==> config.mk <==
export PLATFORM = sky130hd
export DESIGN_NAME = glue_addr_decode
export DESIGN_NICKNAME = d
export VERILOG_FILES = /design/src/rtl/glue_pkg.sv /design/src/rtl/glue_strobe_ctrl.sv /design/src/rtl/glue_dec_path.sv /design/src/rtl/glue_addr_decode.sv
export SDC_FILE = /design/constraint.sdc
export NUM_CORES = 1
export LEC_CHECK = 0
export BUFFER_PORTS_ARGS = -buffer_cell sky130_fd_sc_hd__buf_2
export CELL_PAD_IN_SITES_DETAIL_PLACEMENT = 1
export CELL_PAD_IN_SITES_GLOBAL_PLACEMENT = 1
export CORE_AREA = 2 2 39 41
export DETAILED_ROUTE_END_ITERATION = 10
export DIE_AREA = 0 0 41 43
export GPL_TIMING_DRIVEN = 0
export PLACE_DENSITY = 0.75
export SLEW_MARGIN = 25
export SYNTH_ARGS = -nofsm -noshare
export SYNTH_HDL_FRONTEND = slang
export SYNTH_SLANG_ARGS = --single-unit
==> constraint.sdc <==
create_clock -name vclk -period 1.8
set_input_delay 0.09 -clock vclk [all_inputs]
set_output_delay 0.09 -clock vclk [all_outputs]
set_load 0.005 [all_outputs]
==> src/rtl/glue_pkg.sv <==
package glue_pkg;
  // Strobe requests from the control half to the datapath half
  typedef struct packed {
    logic ramWrite;
    logic memRead;
  } strobe_t;

  localparam int DEF_ADDR_W       = 16;
  localparam int DEF_SER_SPAN_LOG = 2;
  localparam int DEF_PAR_SPAN_LOG = 4;
  localparam int DEF_PAR_COUNT    = 3;
endpackage

==> src/rtl/glue_strobe_ctrl.sv <==
module glue_strobe_ctrl
  import glue_pkg::*;
#(
  parameter bit OE_QUALIFY = 1'b0
) (
  input  logic    rw,
  input  logic    phi2,
  input  logic    rstN,
  input  logic    ramHit,
  output strobe_t strobes
);

  logic readLevel;

  generate
    if (OE_QUALIFY) begin : g_oe_phase
      assign readLevel = rw && phi2;
    end else begin : g_oe_full
      assign readLevel = rw;
    end
  endgenerate

  always_comb begin
    strobes.ramWrite = rstN && ramHit && !rw && phi2;
    strobes.memRead  = rstN && readLevel;
  end

  // sampled just before PHI2 rises, the phase is low, so no write strobe
  p_no_we_phase_low_r6: assert property (@(posedge phi2) disable iff (!rstN)
    !strobes.ramWrite);

  // a write cycle never carries a read request
  p_no_read_on_write_r7: assert property (@(negedge phi2) disable iff (!rstN)
    !rw |-> !strobes.memRead);

endmodule

==> src/rtl/glue_dec_path.sv <==
module glue_dec_path
  import glue_pkg::*;
#(
  parameter int ADDR_W       = DEF_ADDR_W,
  parameter int SER_SPAN_LOG = DEF_SER_SPAN_LOG,
  parameter int PAR_SPAN_LOG = DEF_PAR_SPAN_LOG,
  parameter int PAR_COUNT    = DEF_PAR_COUNT,
  localparam int PAGE_W      = ADDR_W - 8,
  localparam int SER_COUNT   = 1 << (PAR_SPAN_LOG - SER_SPAN_LOG)
) (
  input  logic [ADDR_W-1:0]    addr,
  input  logic                 rstN,
  input  logic                 phi2,
  input  strobe_t              strobes,
  output logic                 ramHit,
  output logic                 ramCsN,
  output logic                 romCsN,
  output logic [SER_COUNT-1:0] serCsN,
  output logic [PAR_COUNT-1:0] parCsN,
  output logic                 ramWeN,
  output logic                 memOeN,
  output logic                 romWeN
);

  localparam int IDX_W  = PAR_SPAN_LOG - SER_SPAN_LOG;
  localparam int IO_END = (PAR_COUNT + 1) << PAR_SPAN_LOG;
  localparam logic [PAGE_W-1:0] IO_PAGE = '1;

  // Stage one: top page detection
  logic       pageHit;
  logic [7:0] lowByte;
  logic       ioHit;
  logic [7:0] slot;
  logic [IDX_W-1:0] serIdx;

  always_comb begin
    lowByte = addr[7:0];
    pageHit = (addr[ADDR_W-1 -: PAGE_W] == IO_PAGE);
    ioHit   = pageHit && ({1'b0, lowByte} < 9'(IO_END));
    slot    = lowByte >> PAR_SPAN_LOG;
    serIdx  = lowByte[PAR_SPAN_LOG-1:SER_SPAN_LOG];
  end

  // Stage two: device windows in the low byte
  logic [SER_COUNT-1:0] serHit;
  logic [PAR_COUNT-1:0] parHit;
  logic                 romHit;

  generate
    for (genvar s = 0; s < SER_COUNT; s++) begin : g_ser
      assign serHit[s] = ioHit && (slot == 8'd0) && (serIdx == IDX_W'(s));
    end
    for (genvar p = 0; p < PAR_COUNT; p++) begin : g_par
      assign parHit[p] = ioHit && (slot == 8'(p + 1));
    end
  endgenerate

  assign ramHit = !addr[ADDR_W-1];
  assign romHit = addr[ADDR_W-1] && !ioHit;

  // Reset gating and active-low pin drive
  always_comb begin
    ramCsN = !(rstN && ramHit);
    romCsN = !(rstN && romHit);
    serCsN = ~(serHit & {SER_COUNT{rstN}});
    parCsN = ~(parHit & {PAR_COUNT{rstN}});
    ramWeN = !strobes.ramWrite;
    memOeN = !strobes.memRead;
    romWeN = 1'b1;
  end

  // exactly one select low out of reset
  p_one_select_r5: assert property (@(negedge phi2) disable iff (!rstN)
    $countones({parCsN, serCsN, romCsN, ramCsN}) == SER_COUNT + PAR_COUNT + 1);

  // RAM select only in the low half
  p_ram_low_half_r1: assert property (@(negedge phi2) disable iff (!rstN)
    !ramCsN |-> !addr[ADDR_W-1]);

  // a RAM write strobe travels with the RAM select
  p_we_with_select_r6: assert property (@(negedge phi2) disable iff (!rstN)
    !ramWeN |-> !ramCsN);

  // reset holds every select and strobe inactive
  p_reset_quiet_r9: assert property (@(negedge phi2)
    !rstN |-> (ramCsN && romCsN && (&serCsN) && (&parCsN) && ramWeN && memOeN));

endmodule

==> src/rtl/glue_addr_decode.sv <==
module glue_addr_decode
  import glue_pkg::*;
#(
  parameter bit OE_QUALIFY = 1'b0
) (
  input  logic [15:0] addr,
  input  logic        rw,
  input  logic        phi2,
  input  logic        rstN,
  output logic        ramCsN,
  output logic        romCsN,
  output logic [3:0]  serCsN,
  output logic [2:0]  parCsN,
  output logic        ramWeN,
  output logic        memOeN,
  output logic        romWeN
);

  strobe_t strobes;
  logic    ramHit;

  glue_strobe_ctrl #(
    .OE_QUALIFY(OE_QUALIFY)
  ) u_ctrl (
    .rw     (rw),
    .phi2   (phi2),
    .rstN   (rstN),
    .ramHit (ramHit),
    .strobes(strobes)
  );

  glue_dec_path #(
    .ADDR_W      (16),
    .SER_SPAN_LOG(2),
    .PAR_SPAN_LOG(4),
    .PAR_COUNT   (3)
  ) u_path (
    .addr   (addr),
    .rstN   (rstN),
    .phi2   (phi2),
    .strobes(strobes),
    .ramHit (ramHit),
    .ramCsN (ramCsN),
    .romCsN (romCsN),
    .serCsN (serCsN),
    .parCsN (parCsN),
    .ramWeN (ramWeN),
    .memOeN (memOeN),
    .romWeN (romWeN)
  );

endmodule

==> results_dict.tcl, run 1 <==
set metrics [dict create \
    status "completed" \
    final_area_um2 302 \
    die_height_um 43 \
    drv_cap 0 \
    cts_setup_buffers 0 \
    final_antenna_net_count 0 \
    synthesis.nets 37 \
    start_util_pct 10.2 \
    hold_slack_ps 427 \
    viasPerCell 4.24 \
    finalNonFillerCells 62 \
    rsz0062_at_grt "false" \
    period_minus_slack_ps 1080 \
    pre_cts_slack_ps 691 \
    critPathLaunchType "input port" \
    drive_gt1_share_pct 67.4 \
    dieArea_mm2 0.00176 \
    arrival_ps 990 \
    power.density_mw_per_mm2 132 \
    critPathSlowestCell "nor4_4" \
    area_growth_pct 113 \
    synth_cell_types 13 \
    grt-ovfl-total 0 \
    power_frac_clock_pct 0 \
    cp_cell_sequence "buf_2 > nand4_2 > nor4_4 > nand4b_1 > buf_2" \
    drt_iter0_markers 0 \
    track_usage_pct 5.59 \
    syn_area_per_cell_um2 7.85 \
    ir_worst_vdd_v 0.0000196 \
    gp_congestion 0.448 \
    clockBufferCount 0 \
    seq_cells 0 \
    period_share_pct 60.2 \
    ys_warn_count 0 \
    cts-hold-fix-buffers 0 \
    grt_pass1_vias 214 \
    final_cell_mix "28 x buf_2, 4 x nand4b_1, 3 x nand4_1" \
    fmaxAchievable_mhz 922 \
    cp_max_fo 8 \
    fillers 185 \
    synth_area_um2 141 \
    dr_total_vias 263 \
    p_seq_share_pct 0 \
    ioPinCount 31 \
    drt-total-wl_um 555 \
    fp.dieW_um 41 \
    critPathRequiredTime_ps 1710 \
    place_inst 62 \
    path_class "in -> out" \
    hold_depth 3 \
    hold_violations 0 \
    wl_per_cell_um 8.95 \
    rows 14 \
    yosysSeqAreaShare_pct 0 \
    synth_cells 18 \
    coreArea_mm2 0.00138 \
    final_common_cell "buf_2" \
    grt_max_degree 9 \
    multi_input_area_um2 134 \
    drv_slew 0 \
    critPathMostFrequentCell "buf_2" \
    setup_violations 0 \
    switching_power_mw 0.0179 \
    fin_setup_tns_ps 0 \
    endpoint_kind "output pin" \
    placedInstanceArea_um2 302 \
    leakagePower_nw 0.126 \
    dp_hpwl_um 518 \
    grt_pass1_wl_um 759 \
    p_sw_share_pct 45.0 \
    n_antenna_cell 0 \
    hp-class "in -> out" \
    port_buffers 28 \
    cpPeakStageDelay_ps 400 \
    post_cts_resize_count 0 \
    antenna_found_initial 0 \
    drcViolationCount 0 \
    p_comb_share_pct 100.0 \
    seqCellArea_um2 0 \
    dr.pass1.iters 1 \
    num-nets-final 67 \
    p_int_mw 0.0219 \
    fin_ws_ps 716 \
]
-- power by group through the flow --
stage	registers, mW	clock network [mW]	logic, mW
2_1_floorplan	0	0	0.0107
3_3_place_gp	0	0	0.0387
3_5_place_dp	0	0	0.0400
4_1_cts	0	0	0.0401
5_1_grt	0	0	0.0449
6_report	0	0	0.0397
-- cell type report --
cell class	count	area share (%)
timing repair buffer	28	46.5
multi-input combinational	17	44.4
tap	16	6.64
buffer	1	2.49
-- kinds of logic (layout without fill, tap and decap cells) --
| kind of cell | Yosys count | count (layout) | share of synthesized area, % |
|---|---|---|---|
| AND/OR/NAND/NOR | 16 | 16 | 92.0 |
| buffers and inverters | 1 | 29 | 5.31 |
| other | 1 | 1 | 2.65 |
-- routing by layer --
layer	routed length [um]	GRT usage, %
met2	294	11.6
met5	0	0
met1	174	6.01
met4	0	0
met3	86	0
-- path summary, 6_finish.rpt --
path | startpoint | end | slack, ps
worst max-delay path | addr[9] | parCsN[0] | 720
worst min-delay path | rw | memOeN | 430
-- synth_stat cells, drive strengths merged --
cell	number	area share, %
nand4	4	22
nand4b	4	25
buf	1	5.3
conb	1	2.7
nand2	1	2.7
nand2b	1	4.4
nand3	1	3.5
nand3b	1	5.3
nor2	1	2.7
nor3b	1	5.3
nor4	1	15
or3b	1	6.2
-- metrics by stage --
step	power (mW)	util (%)
6_report	0.0397	21.8
5_1_grt	0.0449	21.8
4_1_cts	0.0401	21.8
3_5_place_dp	0.0400	21.8
3_3_place_gp	0.0387	21.8
2_1_floorplan	0.0107	-
-- worst max-delay path, delay by kind of cell --
family / cells / cell delay [ps]
and+or+nand+nor: 3 / 670
buffers and inverters: 2 / 230
(Power assumes the default switching activity.)
==> inputs of run 2 (changes only) <==
ABC_AREA = 1   (was unset)
PLACE_DENSITY = 0.84   (was 0.75)
clock period = 1.05 ns   (was 1.8 ns; I/O delays follow)
==> run 2 against run 1 <==
Wire length up 32%. Sequential share of layout area unchanged. Synthesized cell count up 120%. Worst setup slack worse by 570 ps. Area after synthesis up 28%. Critical endpoint is now serCsN[0]. Largest power group unchanged.
==> results_dict.tcl, run 2 <==
set metrics [dict create \
    status "completed" \
    place_inst 83 \
    synth_cell_types 10 \
    power_frac_clock_pct 0 \
    final_cell_mix "28 x buf_2, 10 x nand2_1, 9 x nor2_1" \
    critPathLaunchType "input port" \
    port_buffers 28 \
    dieArea_mm2 0.00176 \
    n_antenna_cell 0 \
    rows 14 \
    clockBufferCount 0 \
    hold_violations 0 \
    critPathRequiredTime_ps 1000 \
    cp_max_fo 7 \
    start_util_pct 13.1 \
    power.density_mw_per_mm2 247 \
    endpoint_kind "output pin" \
    yosysSeqAreaShare_pct 0 \
    synth_top_cells_by_count "10 x nand2_1, 9 x nor2_1, 6 x nand4_1" \
    cts-hold-fix-buffers 0 \
    path_class "in -> out" \
    placedInstanceArea_um2 342 \
    ir_worst_vdd_v 0.0000650 \
    fmaxAchievable_mhz 1100 \
    final_area_um2 342 \
    rsz0062_at_grt "false" \
    finalNonFillerCells 83 \
    drv_cap 0 \
    seq_cells 0 \
    ys_warn_count 0 \
    coreArea_mm2 0.00138 \
    grt_pass1_vias 293 \
    drive_gt1_share_pct 50.7 \
    fin_setup_tns_ps 0 \
    fp.dieW_um 41 \
    wl_per_cell_um 8.80 \
    yosysTopAreaCell "nand2_1" \
    drcViolationCount 0 \
    setup_violations 0 \
    final_antenna_net_count 0 \
    period_minus_slack_ps 909 \
    final_util_pct 24.7 \
    antenna_found_initial 0 \
    drt-total-wl_um 730 \
    hold_slack_ps 347 \
    drt_iter0_markers 0 \
    gp_congestion 0.643 \
    synth_area_um2 181 \
    leakagePower_nw 0.179 \
    grt_pass1_wl_um 1000 \
    synthesis.nets 58 \
    die_height_um 43 \
    dr.pass1.iters 1 \
    ioPinCount 31 \
    grt_max_degree 9 \
    syn_area_per_cell_um2 4.65 \
    p_seq_share_pct 0 \
    num-nets-final 88 \
    synth_cells 39 \
    grt-ovfl-total 0 \
    track_usage_pct 7.59 \
    seqCellArea_um2 0 \
    hp-class "in -> out" \
    area_growth_pct 88.3 \
    post_cts_resize_count 0 \
    post-synth-top-count-cell "nand2_1" \
    arrival_ps 860 \
    switching_power_mw 0.0427 \
    period_share_pct 86.6 \
    cts_setup_buffers 0 \
    p_int_mw 0.0416 \
    final_common_cell "buf_2" \
    viasPerCell 4.18 \
    p_sw_share_pct 50.6 \
    synthTopCellsByArea "nand2_1 21%, nand4_1 21%, nor2_1 19%" \
    synth_top_area_share_pct 20.7 \
    p_comb_share_pct 100.0 \
    dp_hpwl_um 695 \
    drv_slew 0 \
    dr_total_vias 347 \
]
==> run 2: cell count changes in the layout (fill, tap and decap cells not counted), sizes merged, moves of 2 or more <==
cell | before | now
inv | 0 | 5
nand2 | 1 | 10
nand3 | 1 | 3
nand4 | 4 | 6
nand4b | 4 | 0
nor2 | 1 | 12
==> run 2: through the flow <==
| stage | worst slack [ps] | total power [mW] |
|---|---|---|
| final | 141 | 0.0843 |
| after global routing | 36.7 | 0.0966 |
| after CTS | 105 | 0.0863 |
| after detailed placement | 105 | 0.0859 |
| after global placement | 168 | 0.0823 |
| after floorplan | 465 | 0.0356 |
==> run 2: power groups by stage <==
stage	Combinational [mW]	Clock, mW	Sequential, mW
after floorplan	0.0356	0	0
after detailed placement	0.0859	0	0
after CTS	0.0863	0	0
after global routing	0.0966	0	0
after global placement	0.0823	0	0
final	0.0843	0	0
==> run 2: final cells by class <==
class	instances	area, um2
Fill cell	201	1040
Multi-Input combinational cell	33	155
Timing Repair Buffer	28	140
Tap cell	16	20.0
Inverter	5	18.8
Buffer	1	7.51
==> run 2: final timing paths <==
path | from | end | slack (ps) | cells after the start
worst min-delay path | phi2 | ramWeN | 350 | 3
worst max-delay path | addr[7] | serCsN[0] | 140 | 6
==> run 2: routing by layer <==
metal	global-route usage [%]	part of all wire, %	up-vias
met5	0	0	-
met4	0	0	0
met3	0	12	0
met2	16.9	53	20
met1	6.96	35	147
li1	-	-	180
==> run 2: logic make-up (layout without fill, tap and decap cells) <==
group	Yosys count	after routing	share of synthesized area (%)
buffers and inverters	6	34	14.5
other	1	1	2.07
and+or+nand+nor	32	32	83.5
==> run 2: critical path, stage by stage <==
cell and delay (ps):
buf_2 100, nor2_1 130, nand2_1 80, nor2_2 210
nand4_1 130, buf_2 150
